**src/rtl/opspec_pkg.sv**
```systemverilog
package opspec_pkg;

    typedef enum logic [2:0] {
        ST_IDLE,
        ST_EVAL,
        ST_PCRD,
        ST_IDX,
        ST_PTR
    } seq_state_e;

    typedef enum logic [1:0] {
        BM_REG = 2'd0,
        BM_INC = 2'd1,
        BM_DEC = 2'd2,
        BM_IDX = 2'd3
    } base_mode_e;

endpackage

```
**src/rtl/opspec_step.sv**
```systemverilog
module opspec_step #(
    parameter int DW = 16,
    parameter int RW = 3
) (
    input  logic [2:0]    mode,
    input  logic [RW-1:0] rsel,
    input  logic          byte_op,
    output logic [DW-1:0] step
);
    localparam logic [RW-1:0] SP_SEL = RW'((1 << RW) - 2);

    logic unit_step;

    // single step only for plain byte auto modes on general registers
    always_comb begin
        unit_step = byte_op && !mode[0] && (rsel < SP_SEL);
        step      = unit_step ? DW'(1) : DW'(2);
    end
endmodule

```
**src/rtl/opspec_adj.sv**
```systemverilog
module opspec_adj #(
    parameter int DW = 16
) (
    input  logic [DW-1:0] base,
    input  logic [DW-1:0] step,
    output logic [DW-1:0] inc,
    output logic [DW-1:0] dec
);
    always_comb begin
        inc = base + step;
        dec = base - step;
    end
endmodule

```
**src/rtl/opspec_seq.sv**
```systemverilog
module opspec_seq
    import opspec_pkg::*;
#(
    parameter int DW   = 16,
    parameter int NREG = 8
) (
    input  logic                     clk,
    input  logic                     rst_n,
    input  logic                     start,
    input  logic [2+$clog2(NREG):0]  spec,
    input  logic                     byte_op,
    output logic [$clog2(NREG)-1:0]  rf_rd_idx,
    input  logic [DW-1:0]            rf_rd_data,
    output logic                     rf_wr_en,
    output logic [$clog2(NREG)-1:0]  rf_wr_idx,
    output logic [DW-1:0]            rf_wr_data,
    output logic                     mem_req,
    output logic [DW-1:0]            mem_addr,
    input  logic                     mem_ready,
    input  logic [DW-1:0]            mem_rdata,
    output logic                     done,
    output logic                     res_is_reg,
    output logic [$clog2(NREG)-1:0]  res_reg,
    output logic [DW-1:0]            res_addr
);
    localparam int RW = $clog2(NREG);
    localparam logic [RW-1:0] PC_SEL = RW'(NREG - 1);

    typedef struct packed {
        seq_state_e    st;
        logic [2:0]    mode;
        logic [RW-1:0] rsel;
        logic          byte_op;
        logic [DW-1:0] base;
        logic [DW-1:0] addr;
        logic          mreq;
        logic          wpend;
        logic [RW-1:0] widx;
        logic [DW-1:0] wdata;
        logic          done;
    } seq_t;

    seq_t q, d;

    logic [DW-1:0] step_w;
    logic [DW-1:0] inc_w, dec_w;
    logic [DW-1:0] pc_inc_w, pc_dec_unused;
    logic [DW-1:0] idx_base_w;
    logic [DW-1:0] idx_sum_w;
    base_mode_e    bm;

    opspec_step #(.DW(DW), .RW(RW)) u_step (
        .mode    (q.mode),
        .rsel    (q.rsel),
        .byte_op (q.byte_op),
        .step    (step_w)
    );

    opspec_adj #(.DW(DW)) u_ptradj (
        .base (rf_rd_data),
        .step (step_w),
        .inc  (inc_w),
        .dec  (dec_w)
    );

    opspec_adj #(.DW(DW)) u_pcadj (
        .base (rf_rd_data),
        .step (DW'(2)),
        .inc  (pc_inc_w),
        .dec  (pc_dec_unused)
    );

    // indexed base: the advanced program counter when the base is R7
    always_comb begin
        idx_base_w = (q.rsel == PC_SEL) ? q.wdata : q.base;
        idx_sum_w  = idx_base_w + mem_rdata;
    end

    always_comb begin
        bm        = base_mode_e'(q.mode[2:1]);
        rf_rd_idx = (q.st == ST_PCRD) ? PC_SEL : q.rsel;
        d         = q;
        d.done    = 1'b0;

        unique case (q.st)
            ST_IDLE: begin
                if (start) begin
                    d.mode    = spec[2+RW:RW];
                    d.rsel    = spec[RW-1:0];
                    d.byte_op = byte_op;
                    d.wpend   = 1'b0;
                    d.st      = ST_EVAL;
                end
            end

            ST_EVAL: begin
                d.base = rf_rd_data;
                unique case (bm)
                    BM_REG: begin
                        d.addr = rf_rd_data;
                        d.done = 1'b1;
                        d.st   = ST_IDLE;
                    end
                    BM_INC: begin
                        d.addr  = rf_rd_data;
                        d.wpend = 1'b1;
                        d.widx  = q.rsel;
                        d.wdata = inc_w;
                        if (q.mode[0]) begin
                            d.mreq = 1'b1;
                            d.st   = ST_PTR;
                        end else begin
                            d.done = 1'b1;
                            d.st   = ST_IDLE;
                        end
                    end
                    BM_DEC: begin
                        d.addr  = dec_w;
                        d.wpend = 1'b1;
                        d.widx  = q.rsel;
                        d.wdata = dec_w;
                        if (q.mode[0]) begin
                            d.mreq = 1'b1;
                            d.st   = ST_PTR;
                        end else begin
                            d.done = 1'b1;
                            d.st   = ST_IDLE;
                        end
                    end
                    default: begin
                        d.st = ST_PCRD;
                    end
                endcase
            end

            ST_PCRD: begin
                d.addr  = rf_rd_data;
                d.mreq  = 1'b1;
                d.wpend = 1'b1;
                d.widx  = PC_SEL;
                d.wdata = pc_inc_w;
                d.st    = ST_IDX;
            end

            ST_IDX: begin
                if (mem_ready) begin
                    d.addr = idx_sum_w;
                    if (q.mode[0]) begin
                        d.st = ST_PTR;
                    end else begin
                        d.mreq = 1'b0;
                        d.done = 1'b1;
                        d.st   = ST_IDLE;
                    end
                end
            end

            ST_PTR: begin
                if (mem_ready) begin
                    d.addr = mem_rdata;
                    d.mreq = 1'b0;
                    d.done = 1'b1;
                    d.st   = ST_IDLE;
                end
            end

            default: begin
                d.st = ST_IDLE;
            end
        endcase
    end

    always_ff @(posedge clk or negedge rst_n) begin
        if (!rst_n) begin
            q <= '0;
        end else begin
            q <= d;
        end
    end

    assign done       = q.done;
    assign res_is_reg = q.done && (q.mode == 3'd0);
    assign res_reg    = q.rsel;
    assign res_addr   = q.addr;
    assign rf_wr_en   = q.done && q.wpend;
    assign rf_wr_idx  = q.widx;
    assign rf_wr_data = q.wdata;
    assign mem_req    = q.mreq;
    assign mem_addr   = q.addr;

endmodule

```
**config.mk**
```make
export PLATFORM = sky130hd
export DESIGN_NAME = opspec_seq
export DESIGN_NICKNAME = d
export VERILOG_FILES = /design/src/rtl/opspec_pkg.sv /design/src/rtl/opspec_step.sv /design/src/rtl/opspec_adj.sv /design/src/rtl/opspec_seq.sv
export SDC_FILE = /design/constraint.sdc
export NUM_CORES = 1
export LEC_CHECK = 0
export BUFFER_PORTS_ARGS = -buffer_cell sky130_fd_sc_hd__clkbuf_2
export CORE_MARGIN = 2
export CORE_UTILIZATION = 45
export DETAILED_ROUTE_END_ITERATION = 16
export SYNTH_ARGS = -nofsm -noshare
export SYNTH_HDL_FRONTEND = slang
export SYNTH_HIERARCHICAL = 1
export SYNTH_SLANG_ARGS = --single-unit
```
**constraint.sdc**
```tcl
create_clock -name clk -period 8.85 [get_ports clk]
set_input_delay 0.4425 -clock clk [delete_from_list [all_inputs] [get_ports clk]]
set_output_delay 0.4425 -clock clk [all_outputs]
set_load 0.01 [all_outputs]
```
==> out/metrics.csv, run 1 <==
stage,metric,value,unit
power,static leakage,3.858,nW
sta,Clock Skew,7.060,ps
detailed_routing,vias per cell,5.223,
sta,Slew @ Worst Pin,924.2,ps
worst_setup_path,Crit. End Element,register,
cells_and_area,share of layout cells above drive strength 1,20.36,%
power,PD cells,319.0,mW/mm2
power,Gate power share,65.1,%
power,VDD IR max,0.0001729,V
detailed_routing,"antenna viol nets, final",0,
power,sequential share of power,22.4,%
clock_network,Num CTS Buffers,9,
clock_network,Root Driver,clkbuf_16,
run_status,outcome,"complete, no violations",
cells_and_area,area grow syn2layout,4.756,%
die,Chip Height,137.1,um
clock_network,"Clk pin slew, worst setup/hold paths",60,ps
placed_design,pre-CTS setup slack,5207,ps
grt,largest net degree at the start of global routing,65,
synthesis,Mean Syn Cell Area,8.338,um2
sta,worst setup slack after layout,5225,ps
synthesis,synthesized area,0.007971,mm2
grt,GRT Total Usage,20.42,%
synthesis,yosys warns,6,
cells_and_area,max FFs per register,22,
grt,vias in the first global route,5926,
sta,unrepaired setup endpoints after global routing,no,
clock_network,CTS Hold Buffers Added,0,
detailed_routing,Routed WL per cell,15.29,um
sta,minimum clock period,3625,ps
worst_setup_path,Crit path required time,9060,ps
cells_and_area,number of fill cells in the layout,1726,
detailed_routing,vias,6383,
sta,setup violators final,0,
die,Ports,104,
placed_design,placed standard-cell area,0.008075,mm2
sta,WHS,289.7,ps
die,total die area,0.01880,mm2
clock_network,Max Buffers Root-to-Sink,2,
power,Sw Share,47.27,%
clock_network,worst skew pair latency,340,ps
sta,Peak Freq,275.9,MHz
die,placeable core area,0.01730,mm2
cells_and_area,Biggest register,q,
clock_network,# H-tree levels,3,
clock_network,Clock Sinks,64,
clock_network,post_cts resized,0,
synthesis,Synth Instances,956,
sta,fin. max-slew vios,0,
worst_setup_path,critical path arrival,3830,ps
detailed_routing,aggregate routed wire length,18.68,mm
sta,fraction of the cycle the final worst path needs,40.96,%
job,maxcap violations,0,
die,starting density of the core,46.09,%
grt,initial antenna violation count,0,
placed_design,Port Buffers,103,
clock_network,CTS tree,yes,
cells_and_area,multi-input logic area,0.005406,mm2
sta,Rel. slew slack,38.38,%
detailed_routing,DRC viols,0,
cells_and_area,fin nets,1121,
die,Rows,48,
sta,setup TNS,0,ps
power,Clk pwr share,12.4,%
worst_setup_path,Crit Path Class,register to register,
power,Internal Power,1.405,mW
cells_and_area,post-route cell area,0.008351,mm2
placed_design,DP Wirelength,14.86,mm
die,Die X,137.1,um
worst_setup_path,Startpoint Class,register,
cells_and_area,Storage cell area,0.001602,mm2
detailed_routing,drt first pass iters,5,
detailed_routing,DRT iter0 DRCs,356,
worst_setup_path,crit-path max FO,16,
worst_hold_path,HP Class,input pin to async pin,
cells_and_area,ant diodes,0,
placed_design,routability cong.,0.8747,
grt,grt ovf,0,
clock_network,"Setup Fix Bufs, Post-CTS",0,
grt,first-pass GRT wire length,30.36,mm
power,switching power,1.259,mW
sta,final hold vios,0,
==> worst max-delay path: stages (launching register included) <==
cell       delay (ps)
dfrtp_1           400
nand3_1           570
mux2_2            500
ha_1              210
fa_1              430
a21o_1            220
a221oi_2          500
o2111ai_1         220
xor2_1            180
a21oi_1           170
a21oi_1            90
==> through the flow <==
stage                     utilization (%)  power (mW)  cells
after floorplan                         -       2.118    999
after global placement              46.69       2.317   1206
after detailed placement            46.69       2.337   1206
after CTS                           48.28       2.676   1222
after global routing                48.28       2.921   1222
final                               48.28       2.664   1222
==> power by group through the flow <==
stage / logic, mW / registers (mW) / clock network, mW
5_1_grt: 1.95 / 0.620 / 0.351
2_1_floorplan: 1.59 / 0.530 / 0
4_1_cts: 1.74 / 0.598 / 0.338
6_report: 1.73 / 0.598 / 0.331
3_3_place_gp: 1.72 / 0.599 / 0
3_5_place_dp: 1.73 / 0.603 / 0
==> cells in the final DEF, fill, tap and decap left out, drive strengths merged, types with 6 or more instances in the layout <==
cell and count:
a2111oi 6, a211oi 11, a21o 15, a21oi 67, a221oi 7, a31oi 7
and3 7, buf 6, clkbuf 113, conb 46, dfrtp 64, ha 82
inv 62, mux2 50, mux2i 38, nand2 84, nand2b 14, nand3 15
nand3b 6, nor2 69, nor2b 11, nor3 20, o21ai 69, o22ai 6
or3 7, xnor2 31, xor2 15
==> final cells by class <==
type | instances | area share (%)
Multi-Input combinational cell | 747 | 64.74
Sequential cell | 64 | 19.18
Timing Repair Buffer | 108 | 6.623
Tap cell | 225 | 3.371
Clock buffer | 11 | 2.907
Inverter | 62 | 2.787
Clock inverter | 5 | 0.3896
==> final timing paths <==
path | start | to | slack, ps | cells after the start
max in group asynchronous | rst_n | mem_addr[13] | 8000 | 2
worst max-delay path | res_reg[1] | mem_addr[12] | 5230 | 10
worst max register to register | res_reg[1] | mem_addr[12] | 5230 | 10
worst min register to register | rf_wr_idx[2] | rf_wr_idx[2] | 490 | 1
min in group clk | spec[4] | bm[0] | 300 | 3
worst min-delay path | rst_n | q[54] | 290 | 2
==> layer usage <==
| layer | global-route usage (%) | vias up | share of wire, % |
|---|---|---|---|
| met5 | 0 | - | 0 |
| met4 | 3.608 | 0 | 1.3 |
| met3 | 3.111 | 19 | 4.2 |
| met2 | 34.16 | 130 | 47 |
| met1 | 28.10 | 2963 | 48 |
| li1 | - | 3271 | - |
No activity file was read; power rests on OpenSTA's default activity.
==> inputs of run 2 (changes only) <==
- ABC_AREA: not set -> 1
- PLACE_DENSITY: not set -> 0.67
- clock period: 8.85 -> 3 ns (I/O delays scaled with it)
==> out/metrics.csv, run 2 <==
stage,metric,value,unit
grt,grt ovf,0,
cells_and_area,Biggest register,q,
worst_hold_path,HP Class,input pin to register,
clock_network,# H-tree levels,3,
sta,Peak Freq,376.1,MHz
placed_design,Port Buffers,103,
cells_and_area,multi-input logic area,0.005325,mm2
cells_and_area,fin nets,1513,
die,placeable core area,0.01858,mm2
cells_and_area,ant diodes,0,
worst_setup_path,Crit Path Class,register to register,
grt,vias in the first global route,7432,
detailed_routing,"antenna viol nets, final",0,
cells_and_area,Storage cell area,0.001602,mm2
sta,Rel. slew slack,55.38,%
grt,GRT Total Usage,23.16,%
cells_and_area,post-route insts no fill,1623,
worst_setup_path,Crit. End Element,register,
cells_and_area,number of fill cells in the layout,1933,
run_status,outcome,"complete, no violations",
sta,final hold vios,0,
cells_and_area,post-layout util,47.96,%
clock_network,"Clk pin slew, worst setup/hold paths",60,ps
cells_and_area,max FFs per register,22,
clock_network,worst skew pair latency,340,ps
cells_and_area,most frequent cells in the layout,"nand2_1, inv_1, nor2_1, clkbuf_2, ha_1",
cells_and_area,area grow syn2layout,5.605,%
power,static leakage,5.170,nW
worst_setup_path,Startpoint Class,register,
power,PD cells,878.6,mW/mm2
worst_setup_path,Critical Path Start,res_reg[2],
worst_setup_path,FF-to-FF Start,res_reg[2],
sta,setup violators final,0,
job,maxcap violations,0,
grt,first-pass GRT wire length,36.77,mm
detailed_routing,DRT iter0 DRCs,643,
grt,initial antenna violation count,0,
detailed_routing,aggregate routed wire length,22.60,mm
synthesis,Mean Syn Cell Area,6.306,um2
clock_network,Num CTS Buffers,9,
clock_network,Clock Sinks,64,
sta,minimum clock period,2659,ps
detailed_routing,vias,7856,
sta,unrepaired setup endpoints after global routing,no,
synthesis,synthesized area,0.008438,mm2
clock_network,CTS tree,yes,
cells_and_area,share of layout cells above drive strength 1,14.90,%
placed_design,DP Wirelength,18.17,mm
sta,fraction of the cycle the final worst path needs,88.63,%
grt,largest net degree at the start of global routing,36,
die,Die X,140.9,um
worst_setup_path,worst flop-to-flop path endpoint,mem_addr[6],
placed_design,placed insts,1606,
detailed_routing,DRC viols,0,
cells_and_area,"leading cell type in the layout, fill and taps excluded",nand2_1,
clock_network,Root Driver,clkbuf_16,
sta,fin. max-slew vios,0,
worst_setup_path,critical path arrival,2880,ps
synthesis,Synth Instances,1338,
detailed_routing,vias per cell,4.840,
power,VDD IR max,0.0004297,V
worst_setup_path,R2R setup slack,340,ps
die,starting density of the core,45.41,%
die,Chip Height,140.9,um
die,Ports,104,
clock_network,Max Buffers Root-to-Sink,2,
sta,Clock Skew,11.61,ps
worst_setup_path,crit-path max FO,16,
placed_design,routability cong.,0.9223,
worst_setup_path,crit path capture,mem_addr[6],
die,Rows,50,
sta,Slew @ Worst Pin,668.6,ps
sta,setup TNS,0,ps
detailed_routing,drt first pass iters,5,
worst_setup_path,Crit path required time,3230,ps
detailed_routing,Routed WL per cell,13.93,um
worst_setup_path,reg2reg path depth,12,
synthesis,yosys warns,6,
die,total die area,0.01986,mm2
-- run 2: area by class of cell --
cell class                 count  share of cell area, %
tap                          234                  3.286
clock buffer                   9                  2.527
inverter                     204                  8.649
multi-input combinational    992                  59.76
sequential                    64                  17.97
clock inverter                 7                  1.151
timing repair buffer         113                  6.655
-- run 2: per-layer routing --
metal	share of wire, %	GRT usage [%]
met5	0	0
met4	2.1	6.474
met3	3.8	2.378
met2	46	38.95
met1	48	31.72
-- run 2: worst min path at each step --
stage	start	end	slack [ps]	cells past startpoint
floorplan	rst_n	bm[0]	-150	0
global placement	rst_n	q[20]	80	1
detailed placement	rst_n	q[20]	70	1
CTS	byte_op	q[54]	30	2
global route	spec[1]	res_reg[1]	40	2
finish	byte_op	q[54]	40	2
-- run 2: worst max-delay path, cell delays in order, from the launching register on --
cell and delay [ps]:
dfrtp_1 430, nand3_1 110, buf_4 240, mux2_2 370, ha_1 310, or2_2 310
nand3_1 100, nand2_1 120, or2_2 290, nand3_1 60, nand2_1 60, nand2_1 90
nand2_1 50
-- run 2: report_power, final --
group,internal (mW),switching [mW]
Combinational,1.79,3.19
Sequential,1.31,0.366
Clock,0.736,0.434
-- run 2: what timing repair did --
item	CTS	global route
gates resized for setup	0	0
hold buffers	1	0
hold endpoints to repair	13	0
setup buffers	0	0
-- run 2: metrics by stage --
stage	setup WS, ps	power [mW]	area (um2)	hold slack, ps
2_1_floorplan	316.4	5.798	8600	-145.6
3_3_place_gp	422.0	6.526	8573	80.01
3_5_place_dp	373.6	6.607	8573	71.12
4_1_cts	339.9	7.803	8911	28.87
5_1_grt	173.8	8.618	8911	42.81
6_report	341.2	7.829	8911	35.07
